[src/rtl/ifd_pkg.sv]
// Package: shared widths, opcode/function encodings, ALU codes and the
// control bundle used by every module of the instruction decoder.
package ifd_pkg;
    localparam int INSTR_W = 32;
    localparam int OPC_W   = 6;
    localparam int FN_W    = 6;
    localparam int RA_W    = 5;
    localparam int IMM_W   = 16;
    localparam int TGT_W   = INSTR_W - OPC_W;
    localparam int FN_LSB  = 0;

    localparam logic [OPC_W-1:0] OP_REG  = 6'd0;
    localparam logic [OPC_W-1:0] OP_J    = 6'd2;
    localparam logic [OPC_W-1:0] OP_JAL  = 6'd3;
    localparam logic [OPC_W-1:0] OP_BEQ  = 6'd4;
    localparam logic [OPC_W-1:0] OP_BNE  = 6'd5;
    localparam logic [OPC_W-1:0] OP_ADDI = 6'd8;
    localparam logic [OPC_W-1:0] OP_SLTI = 6'd10;
    localparam logic [OPC_W-1:0] OP_ANDI = 6'd12;
    localparam logic [OPC_W-1:0] OP_ORI  = 6'd13;
    localparam logic [OPC_W-1:0] OP_LUI  = 6'd15;
    localparam logic [OPC_W-1:0] OP_LW   = 6'd35;
    localparam logic [OPC_W-1:0] OP_SW   = 6'd43;

    localparam logic [FN_W-1:0] FN_SLL = 6'd0;
    localparam logic [FN_W-1:0] FN_SRL = 6'd2;
    localparam logic [FN_W-1:0] FN_JR  = 6'd8;
    localparam logic [FN_W-1:0] FN_ADD = 6'd32;
    localparam logic [FN_W-1:0] FN_SUB = 6'd34;
    localparam logic [FN_W-1:0] FN_AND = 6'd36;
    localparam logic [FN_W-1:0] FN_OR  = 6'd37;
    localparam logic [FN_W-1:0] FN_NOR = 6'd39;
    localparam logic [FN_W-1:0] FN_SLT = 6'd42;

    typedef enum logic [3:0] {
        ALU_ADD  = 4'd0,
        ALU_SUB  = 4'd1,
        ALU_AND  = 4'd2,
        ALU_OR   = 4'd3,
        ALU_NOR  = 4'd4,
        ALU_SLT  = 4'd5,
        ALU_SLL  = 4'd6,
        ALU_SRL  = 4'd7,
        ALU_PASS = 4'd8
    } alu_op_e;

    typedef struct packed {
        logic    reg_we;
        logic    alu_imm;
        alu_op_e alu_op;
        logic    mem_rd;
        logic    mem_wr;
        logic    mem_to_reg;
        logic    branch;
        logic    branch_ne;
        logic    jump;
        logic    link;
        logic    jump_reg;
        logic    imm_zext;
        logic    imm_upper;
        logic    illegal;
    } ctrl_t;
endpackage

[src/rtl/ifd_func_ctrl.sv]
// Function-field decoder for register-format words.
// Assumes: only consulted when the opcode selects the register format;
// reports whether the function code is defined and whether it is a
// jump through register.
module ifd_func_ctrl
    import ifd_pkg::*;
(
    input  logic [FN_W-1:0] funct_i,
    output alu_op_e         alu_op_o,
    output logic            valid_o,
    output logic            is_jr_o
);
    // Map each defined function code to its ALU operation.
    always_comb begin
        alu_op_o = ALU_ADD;
        valid_o  = 1'b1;
        is_jr_o  = 1'b0;
        unique case (funct_i)
            FN_ADD:  alu_op_o = ALU_ADD;
            FN_SUB:  alu_op_o = ALU_SUB;
            FN_AND:  alu_op_o = ALU_AND;
            FN_OR:   alu_op_o = ALU_OR;
            FN_NOR:  alu_op_o = ALU_NOR;
            FN_SLT:  alu_op_o = ALU_SLT;
            FN_SLL:  alu_op_o = ALU_SLL;
            FN_SRL:  alu_op_o = ALU_SRL;
            FN_JR:   is_jr_o  = 1'b1;
            default: valid_o  = 1'b0;
        endcase
    end

    // Guard: an undefined function code never decodes as a jump.
    always_comb begin

        fn_undef_nojr_chk: assert (valid_o || !is_jr_o);
    end
endmodule

[src/rtl/ifd_main_ctrl.sv]
// Opcode decoder: builds the control bundle from the opcode and, for the
// register format, from the function-field decoder's result.
// Assumes: the register-zero write guard is applied by the parent.
module ifd_main_ctrl
    import ifd_pkg::*;
(
    input  logic [OPC_W-1:0] opcode_i,
    input  alu_op_e          fn_alu_op_i,
    input  logic             fn_valid_i,
    input  logic             fn_is_jr_i,
    output ctrl_t            ctl_o
);
    // Per-opcode control generation; undefined codes leave all controls low.
    always_comb begin
        ctl_o = '0;
        unique case (opcode_i)
            OP_REG: begin
                if (!fn_valid_i) begin
                    ctl_o.illegal = 1'b1;
                end else if (fn_is_jr_i) begin
                    ctl_o.jump_reg = 1'b1;
                end else begin
                    ctl_o.reg_we = 1'b1;
                    ctl_o.alu_op = fn_alu_op_i;
                end
            end
            OP_ADDI: begin
                ctl_o.reg_we  = 1'b1;
                ctl_o.alu_imm = 1'b1;
            end
            OP_SLTI: begin
                ctl_o.reg_we  = 1'b1;
                ctl_o.alu_imm = 1'b1;
                ctl_o.alu_op  = ALU_SLT;
            end
            OP_ANDI: begin
                ctl_o.reg_we   = 1'b1;
                ctl_o.alu_imm  = 1'b1;
                ctl_o.alu_op   = ALU_AND;
                ctl_o.imm_zext = 1'b1;
            end
            OP_ORI: begin
                ctl_o.reg_we   = 1'b1;
                ctl_o.alu_imm  = 1'b1;
                ctl_o.alu_op   = ALU_OR;
                ctl_o.imm_zext = 1'b1;
            end
            OP_LUI: begin
                ctl_o.reg_we    = 1'b1;
                ctl_o.alu_imm   = 1'b1;
                ctl_o.alu_op    = ALU_PASS;
                ctl_o.imm_upper = 1'b1;
            end
            OP_LW: begin
                ctl_o.reg_we     = 1'b1;
                ctl_o.alu_imm    = 1'b1;
                ctl_o.mem_rd     = 1'b1;
                ctl_o.mem_to_reg = 1'b1;
            end
            OP_SW: begin
                ctl_o.alu_imm = 1'b1;
                ctl_o.mem_wr  = 1'b1;
            end
            OP_BEQ: begin
                ctl_o.branch = 1'b1;
                ctl_o.alu_op = ALU_SUB;
            end
            OP_BNE: begin
                ctl_o.branch    = 1'b1;
                ctl_o.branch_ne = 1'b1;
                ctl_o.alu_op    = ALU_SUB;
            end
            OP_J:    ctl_o.jump = 1'b1;
            OP_JAL: begin
                ctl_o.jump   = 1'b1;
                ctl_o.link   = 1'b1;
                ctl_o.reg_we = 1'b1;
            end
            default: ctl_o.illegal = 1'b1;
        endcase
    end

    // Guards on the bundle this decoder hands to the parent.
    always_comb begin

        illegal_quiet_chk: assert (!ctl_o.illegal ||
            !(ctl_o.reg_we || ctl_o.mem_wr || ctl_o.mem_rd || ctl_o.branch ||
              ctl_o.jump || ctl_o.link || ctl_o.jump_reg || ctl_o.alu_imm));

        mem_excl_chk: assert (!(ctl_o.mem_rd && ctl_o.mem_wr));

        bne_in_branch_chk: assert (!ctl_o.branch_ne || ctl_o.branch);
    end
endmodule

[src/rtl/ifd_fields.sv]
// Field splitter and immediate extender.
// Assumes: the extension mode flags are mutually exclusive; with neither
// set the immediate is sign-extended.
module ifd_fields
    import ifd_pkg::*;
(
    input  logic [INSTR_W-1:0] instr_i,
    input  logic               imm_zext_i,
    input  logic               imm_upper_i,
    output logic [OPC_W-1:0]   opcode_o,
    output logic [FN_W-1:0]    funct_o,
    output logic [RA_W-1:0]    rs_o,
    output logic [RA_W-1:0]    rt_o,
    output logic [RA_W-1:0]    rd_o,
    output logic [RA_W-1:0]    shamt_o,
    output logic [TGT_W-1:0]   target_o,
    output logic [INSTR_W-1:0] imm_o
);
    localparam int RT_LSB = IMM_W;
    localparam int RS_LSB = RT_LSB + RA_W;
    localparam int RD_LSB = IMM_W - RA_W;
    localparam int SH_LSB = RD_LSB - RA_W;
    localparam int PAD_W  = INSTR_W - IMM_W;

    logic [IMM_W-1:0] raw_imm;

    // Slice the fixed fields shared by all three formats.
    always_comb begin
        opcode_o = instr_i[INSTR_W-1 -: OPC_W];
        rs_o     = instr_i[RS_LSB +: RA_W];
        rt_o     = instr_i[RT_LSB +: RA_W];
        rd_o     = instr_i[RD_LSB +: RA_W];
        shamt_o  = instr_i[SH_LSB +: RA_W];
        funct_o  = instr_i[FN_LSB +: FN_W];
        target_o = instr_i[TGT_W-1:0];
        raw_imm  = instr_i[IMM_W-1:0];
    end

    // Widen the 16-bit constant by the selected rule.
    always_comb begin
        if (imm_upper_i)
            imm_o = {raw_imm, {PAD_W{1'b0}}};
        else if (imm_zext_i)
            imm_o = {{PAD_W{1'b0}}, raw_imm};
        else
            imm_o = {{PAD_W{raw_imm[IMM_W-1]}}, raw_imm};
    end

    // Guard: the low half of the instruction always survives extension.
    always_comb begin

        imm_low_keep_chk: assert (imm_upper_i || imm_o[IMM_W-1:0] == instr_i[IMM_W-1:0]);
    end
endmodule

[src/rtl/instr_decoder.sv]
// Top of the three-format instruction decoder.
// Purely combinational; selects the write address and blocks writes to
// register 0 on top of the opcode and function decoders.
module instr_decoder
    import ifd_pkg::*;
#(
    parameter int LINK_REG = 31
) (
    input  logic [31:0] instr_i,
    output logic [4:0]  rs_o,
    output logic [4:0]  rt_o,
    output logic [4:0]  rd_o,
    output logic [4:0]  shamt_o,
    output logic [25:0] jtarget_o,
    output logic [31:0] imm_o,
    output logic [4:0]  wr_addr_o,
    output logic        reg_we_o,
    output logic        alu_src_imm_o,
    output logic [3:0]  alu_op_o,
    output logic        mem_rd_o,
    output logic        mem_wr_o,
    output logic        mem_to_reg_o,
    output logic        branch_o,
    output logic        branch_ne_o,
    output logic        jump_o,
    output logic        link_o,
    output logic        jump_reg_o,
    output logic        illegal_o
);
    localparam logic [RA_W-1:0] LINK_ADDR = RA_W'(LINK_REG);

    logic [OPC_W-1:0] opcode;
    logic [FN_W-1:0]  funct;
    alu_op_e          fn_alu_op;
    logic             fn_valid;
    logic             fn_is_jr;
    ctrl_t            ctl;

    ifd_fields u_fields (
        .instr_i     (instr_i),
        .imm_zext_i  (ctl.imm_zext),
        .imm_upper_i (ctl.imm_upper),
        .opcode_o    (opcode),
        .funct_o     (funct),
        .rs_o        (rs_o),
        .rt_o        (rt_o),
        .rd_o        (rd_o),
        .shamt_o     (shamt_o),
        .target_o    (jtarget_o),
        .imm_o       (imm_o)
    );

    ifd_func_ctrl u_func (
        .funct_i  (funct),
        .alu_op_o (fn_alu_op),
        .valid_o  (fn_valid),
        .is_jr_o  (fn_is_jr)
    );

    ifd_main_ctrl u_main (
        .opcode_i    (opcode),
        .fn_alu_op_i (fn_alu_op),
        .fn_valid_i  (fn_valid),
        .fn_is_jr_i  (fn_is_jr),
        .ctl_o       (ctl)
    );

    // Pick the destination by format: rd, link register or rt.
    always_comb begin
        if (opcode == OP_REG)      wr_addr_o = rd_o;
        else if (opcode == OP_JAL) wr_addr_o = LINK_ADDR;
        else                       wr_addr_o = rt_o;
    end

    // Drive the control ports; register 0 is never written.
    always_comb begin
        reg_we_o      = ctl.reg_we && (wr_addr_o != '0);
        alu_src_imm_o = ctl.alu_imm;
        alu_op_o      = ctl.alu_op;
        mem_rd_o      = ctl.mem_rd;
        mem_wr_o      = ctl.mem_wr;
        mem_to_reg_o  = ctl.mem_to_reg;
        branch_o      = ctl.branch;
        branch_ne_o   = ctl.branch_ne;
        jump_o        = ctl.jump;
        link_o        = ctl.link;
        jump_reg_o    = ctl.jump_reg;
        illegal_o     = ctl.illegal;
    end

    // Port-level guards.
    always_comb begin

        zero_reg_guard_chk: assert (!(reg_we_o && wr_addr_o == '0));

        link_dest_chk: assert (!link_o || (jump_o && wr_addr_o == LINK_ADDR));

        jr_no_write_chk: assert (!jump_reg_o || !(reg_we_o || mem_wr_o || jump_o));
    end
endmodule

[config.mk]
export PLATFORM = sky130hd
export DESIGN_NAME = instr_decoder
export DESIGN_NICKNAME = d
export VERILOG_FILES = /design/src/rtl/ifd_pkg.sv /design/src/rtl/ifd_func_ctrl.sv /design/src/rtl/ifd_main_ctrl.sv /design/src/rtl/ifd_fields.sv /design/src/rtl/instr_decoder.sv
export SDC_FILE = /design/constraint.sdc
export NUM_CORES = 1
export LEC_CHECK = 0
export ABC_AREA = 1
export BUFFER_PORTS_ARGS = -buffer_cell sky130_fd_sc_hd__buf_2
export CAP_MARGIN = 20
export CORE_ASPECT_RATIO = 1.25
export CORE_MARGIN = 4
export CORE_UTILIZATION = 35
export DETAILED_ROUTE_END_ITERATION = 6
export PLACE_DENSITY = 0.95
export SLEW_MARGIN = 15
export SYNTH_ARGS = -nofsm -noshare
export SYNTH_HDL_FRONTEND = slang
export SYNTH_SLANG_ARGS = --single-unit
[constraint.sdc]
create_clock -name vclk -period 1.4
set_clock_uncertainty 0.05 [all_clocks]
set_input_delay 0.28 -clock vclk [all_inputs]
set_output_delay 0.28 -clock vclk [all_outputs]
set_load 0.01 [all_outputs]
; ---- Word-level counts from Yosys, hierarchy flattened
; Cells that the tools add are included.
[op_classes]
eq_ne = 19
mux = 27
n_reduce_logical = 11
[op_table]
columns = cell, count
row1 = 32-bit two-way mux, 2
row2 = 6-bit equality test (second input constant), 8
row3 = 6-bit by 4-bit equality test with 1-bit output (second input constant), 6
row4 = 4-bit case mux with 6 select lines, 1
row5 = 3-bit case mux with 7 select lines, 1
row6 = 6-bit by 2-bit equality test with 1-bit output (second input constant), 3
row7 = 1-bit two-way mux, 17
row8 = 7-bit OR reduction, 2
row9 = 6-bit by 3-bit equality test with 1-bit output (second input constant), 2
row10 = 6-bit zero test, 2
row11 = 11-bit OR reduction, 1
row12 = 5-bit two-way mux, 2
row13 = 9-bit OR reduction, 1
row14 = 2-bit OR reduction, 3
row15 = 5-bit nonzero test, 1
row16 = 4-bit two-way mux, 1
row17 = 1-bit case mux with 2 select lines, 2
row18 = 3-bit two-way mux, 1
row19 = 1-bit logical AND, 1
[word_totals]
regBits = 0
input_bits = 32
output_inout_bits = 98
wordCells = 57

; ---- Longest topological paths before layout
[logic_depth]
ltp_word = 6
ltp_mapped = 8
depth_no_buf = 8

; ---- Hierarchy
; From an unflattened synthesis, not the netlist that was laid out.
[unflattened]
cells_unflattened = 266
hier_area_um2 = 1371.3
[by_module_without_submodules]
columns = module, instances, cells_each, area_each_um2
row1 = ifd_fields, 1, 128, 713.2
row2 = ifd_main_ctrl, 1, 67, 330.3
row3 = instr_decoder, 1, 37, 168.9
row4 = ifd_func_ctrl, 1, 34, 158.9

; ---- Worst setup path before layout
; Ideal clock, no wire load.
[synth_path]
kind = input -> output
startpoint = in instr_i[5]
endpoint = out alu_op_o[0]
arrival_time_ps = 1098
slack_ps = -28
stages = 5
path_cell_list = inv_1 nor2_1 nand3_1 o211a_1 o21ai_0
[synth_between]
elab_chain_len = 5
word_cells_on_any_way = 16
classes_between = eq/ne: 8 / mux: 6 / reduce/logical: 2
[synth_rtl]
columns = item, line
row1 = start: declaration, instr_decoder.sv:9  ; input logic [31:0] instr_i,
row2 = 6-bit by 2-bit equality test with 1-bit output (tied with other cells), ifd_func_ctrl.sv:18  ; unique case (funct_i)
row3 = 3-bit case mux with 7 select lines (tied with other cells), ifd_func_ctrl.sv:18
row4 = 3-bit two-way mux / 1-bit two-way mux (equally long branches), "ifd_main_ctrl.sv:20, ifd_func_ctrl.sv:18"
row5 = 4-bit two-way mux (*), ifd_main_ctrl.sv:18  ; if (!fn_valid_i) begin
row6 = 4-bit case mux with 6 select lines (*), ifd_main_ctrl.sv:16  ; unique case (opcode_i)
row7 = end: declaration, instr_decoder.sv:19  ; output logic [3:0] alu_op_o,
; Mark *: on every way between the ends. The rest lies on a longest branch, timed or not.

; ---- Worst setup path after layout
[layout_path]
startpoint = in instr_i[28]
endpoint = out reg_we_o
[layout_between]
elab_chain_len = 5
word_cells_on_any_way = 14
classes_between = eq/ne: 7 / mux: 3 / reduce/logical: 4
[layout_rtl]
columns = item, line
row1 = 6-bit by 2-bit equality test with 1-bit output, "ifd_main_ctrl.sv:16, instr_decoder.sv:71"
row2 = 5-bit two-way mux, instr_decoder.sv:71  ; else if (opcode == OP_JAL) wr_addr_o = LINK_ADDR;
row3 = 5-bit two-way mux, instr_decoder.sv:70  ; if (opcode == OP_REG) wr_addr_o = rd_o;
row4 = 5-bit nonzero test, instr_decoder.sv:77  ; reg_we_o = ctl.reg_we && (wr_addr_o != '0);
row5 = 1-bit logical AND (*), instr_decoder.sv:77
row6 = end: declaration, instr_decoder.sv:17  ; output logic reg_we_o,
; Marks and branches as above.

==> impl_metrics.py <==
metrics = {
    "power": {
        "switchingPower_mw": 0.294,
        "p_int_mw": 0.240,
        "seqPwrFrac": 0,
        "power.density_nw_per_um2": 274,
        "ir_drop_v": 0.000159,
        "p_sw_frac": 0.550,
        "clkPwrFrac": 0,
        "power_mw": 0.534,
        "p_leak_nw": 1.21,
        "pwr-share-comb": 1.000,
    },
    "place": {
        "dp_hpwl_um": 3260,
        "place_ws_ps": -289,
        "placedCellCount": 327,
        "io_buffers": 115,
        "gp_congestion": 0.848,
    },
    "final_layout": {
        "fin_nets": 337,
        "layout_commonest_cell": "buf_2",
        "clockBufferCount": 0,
        "diodes": 0,
        "drive_gt1_frac": 0.680,
        "area_growth_syn_to_layout_pct": 78.7,
        "ff_latch_area_um2": 0,
        "design.seq.count": 0,
        "instances_no_fill": 339,
        "final_cell_mix": "buf_2 (104), inv_1 (29), buf_4 (29), nor2_1 (23), nand2_1 (17)",
        "finalCoreUtilization": 0.657,
    },
    "synthesis": {
        "synthCells": 200,
        "ys_seq_area_frac": 0,
        "synthTopCellsByArea": "buf_4 (33%), nor2_1 (11%), inv_1 (11%), nand2_1 (9.6%), o21ai_0 (6.4%)",
        "synth_top_cell_by_area": "buf_4",
        "ys.warnings.count": 0,
        "avgSynthCellArea_um2": 5.46,
        "synth_top_area_share": 0.330,
        "syn_area_um2": 1090,
        "synth_nets": 232,
        "synth_cell_types": 24,
    },
    "route": {
        "routed_wirelength_um": 4440,
        "drt-initial-drc-count": 57,
        "viasPerCell": 4.74,
        "wl_per_cell_um": 13.1,
        "drc": 0,
        "firstDrtPassIters": 6,
        "num_vias": 1607,
        "antenna_left": 0,
    },
    "die": {
        "die_height_um": 70.5,
        "core_um2": 2970,
        "start_util": 0.367,
        "io_pins": 130,
        "die_x_um": 58.0,
        "fp.dieArea_um2": 4080,
        "rows": 22,
    },
    "global_route": {
        "antenna_found_initial": 0,
        "grt-ovfl-total": 0,
        "grtUsageTotal": 0.195,
        "grt_pass1_wl_um": 6590,
        "grt_max_degree": 9,
        "first_global_vias": 1519,
    },
    "worst_setup_path": {
        "max_stage_delay_ps": 180,
        "crit_required_ps": 1070,
        "crit_type": "input port to output port",
        "crit_chain": "buf_8, nor2_4, nand3_4, clkinv_4, nand2_2, nand2_2, nand3_2, nor2_1, nor2_1, buf_2",
        "crit_path_end_kind": "output port",
        "worstPathMaxFanout": 7,
        "critPathLaunchType": "input port",
        "cp_slowest_cell": "nor2_4",
        "arrival_ps": 1300,
    },
    "sta": {
        "tns_ps": -6000,
        "fin_ws_ps": -230,
        "worstMarginPinSlew_ps": 217,
        "slew_headroom": 0.855,
        "max_freq_mhz": 614,
        "rsz0062_at_grt": "yes",
        "layout_min_cycle_time_ps": 1630,
        "min_period_over_period": 1.16,
        "finalHoldViolCount": 0,
        "setup_viol": 46,
        "timing.final.max_slew_violations": 0,
    },
    "status": {
        "violations": "setup timing",
        "status": "complete, but fails checks",
    },
    "hold_path": {
        "hold_path_class": "input port to output port",
    },
    "run": {
        "cap_viol_max_count": 0,
    },
}
[what timing repair did]
action | CTS | global route
pin swaps | 13 | 11
endpoints found under the setup margin | 47 | 49
setup buffers | 7 | 1
hold buffers | 0 | 0
hold endpoints to repair | 0 | 0
gates resized for setup | 49 | 44
gates cloned | 6 | 0
[power groups by stage]
stage                     logic, mW  registers, mW  clock network (mW)
after floorplan               0.303              0                   0
after global placement        0.429              0                   0
after detailed placement      0.435              0                   0
after CTS                     0.493              0                   0
after global routing          0.578              0                   0
final                         0.534              0                   0
[kinds of logic after synthesis]
kind of cell	after synthesis	synth area share
buffers and inverters	87	0.477
AO/OA/AOI/OAI	22	0.105
AND/OR/NAND/NOR	91	0.418
[critical path, delay by kind of cell]
family / cells / cell delay (ps)
buf+inv: 3 / 350
simple gates: 7 / 660
[layer usage]
layer	track usage	routed length (um)
met5	0	0
met4	0.0593	119
met3	0.0240	441
met2	0.405	2490
met1	0.185	1390
[cell usage after synthesis, drive strengths merged]
library cell and count:
buf 49, inv 36, nor2 36, nand2 29
o21ai 20, nand3 16, nand3b 3, nand4 3
nor3 3, a21oi 1, clkbuf 1, clkinv 1
nor3b 1, o211a 1
[cell type report]
cell class                 count  area, um2
tap                           36       45.0
fill                         257       1020
timing repair inverter         3       32.5
inverter                      37        159
multi-input combinational    115        748
timing repair buffer         148        967
[worst paths after layout]
check | start | end | slack, ps | depth (start not counted)
max | instr_i[28] | reg_we_o | -230 | 10
min | instr_i[22] | jtarget_o[22] | 510 | 0
[stage by stage]
| stage | hold slack (ps) | instance area (um2) |
|---|---|---|
| final | 510 | 1950 |
| after global routing | 510 | 1950 |
| after CTS | 510 | 1830 |
| after detailed placement | 510 | 1570 |
| after global placement | 510 | 1570 |
| after floorplan | 597 | 1090 |
Power figures use the tool's default switching activity.
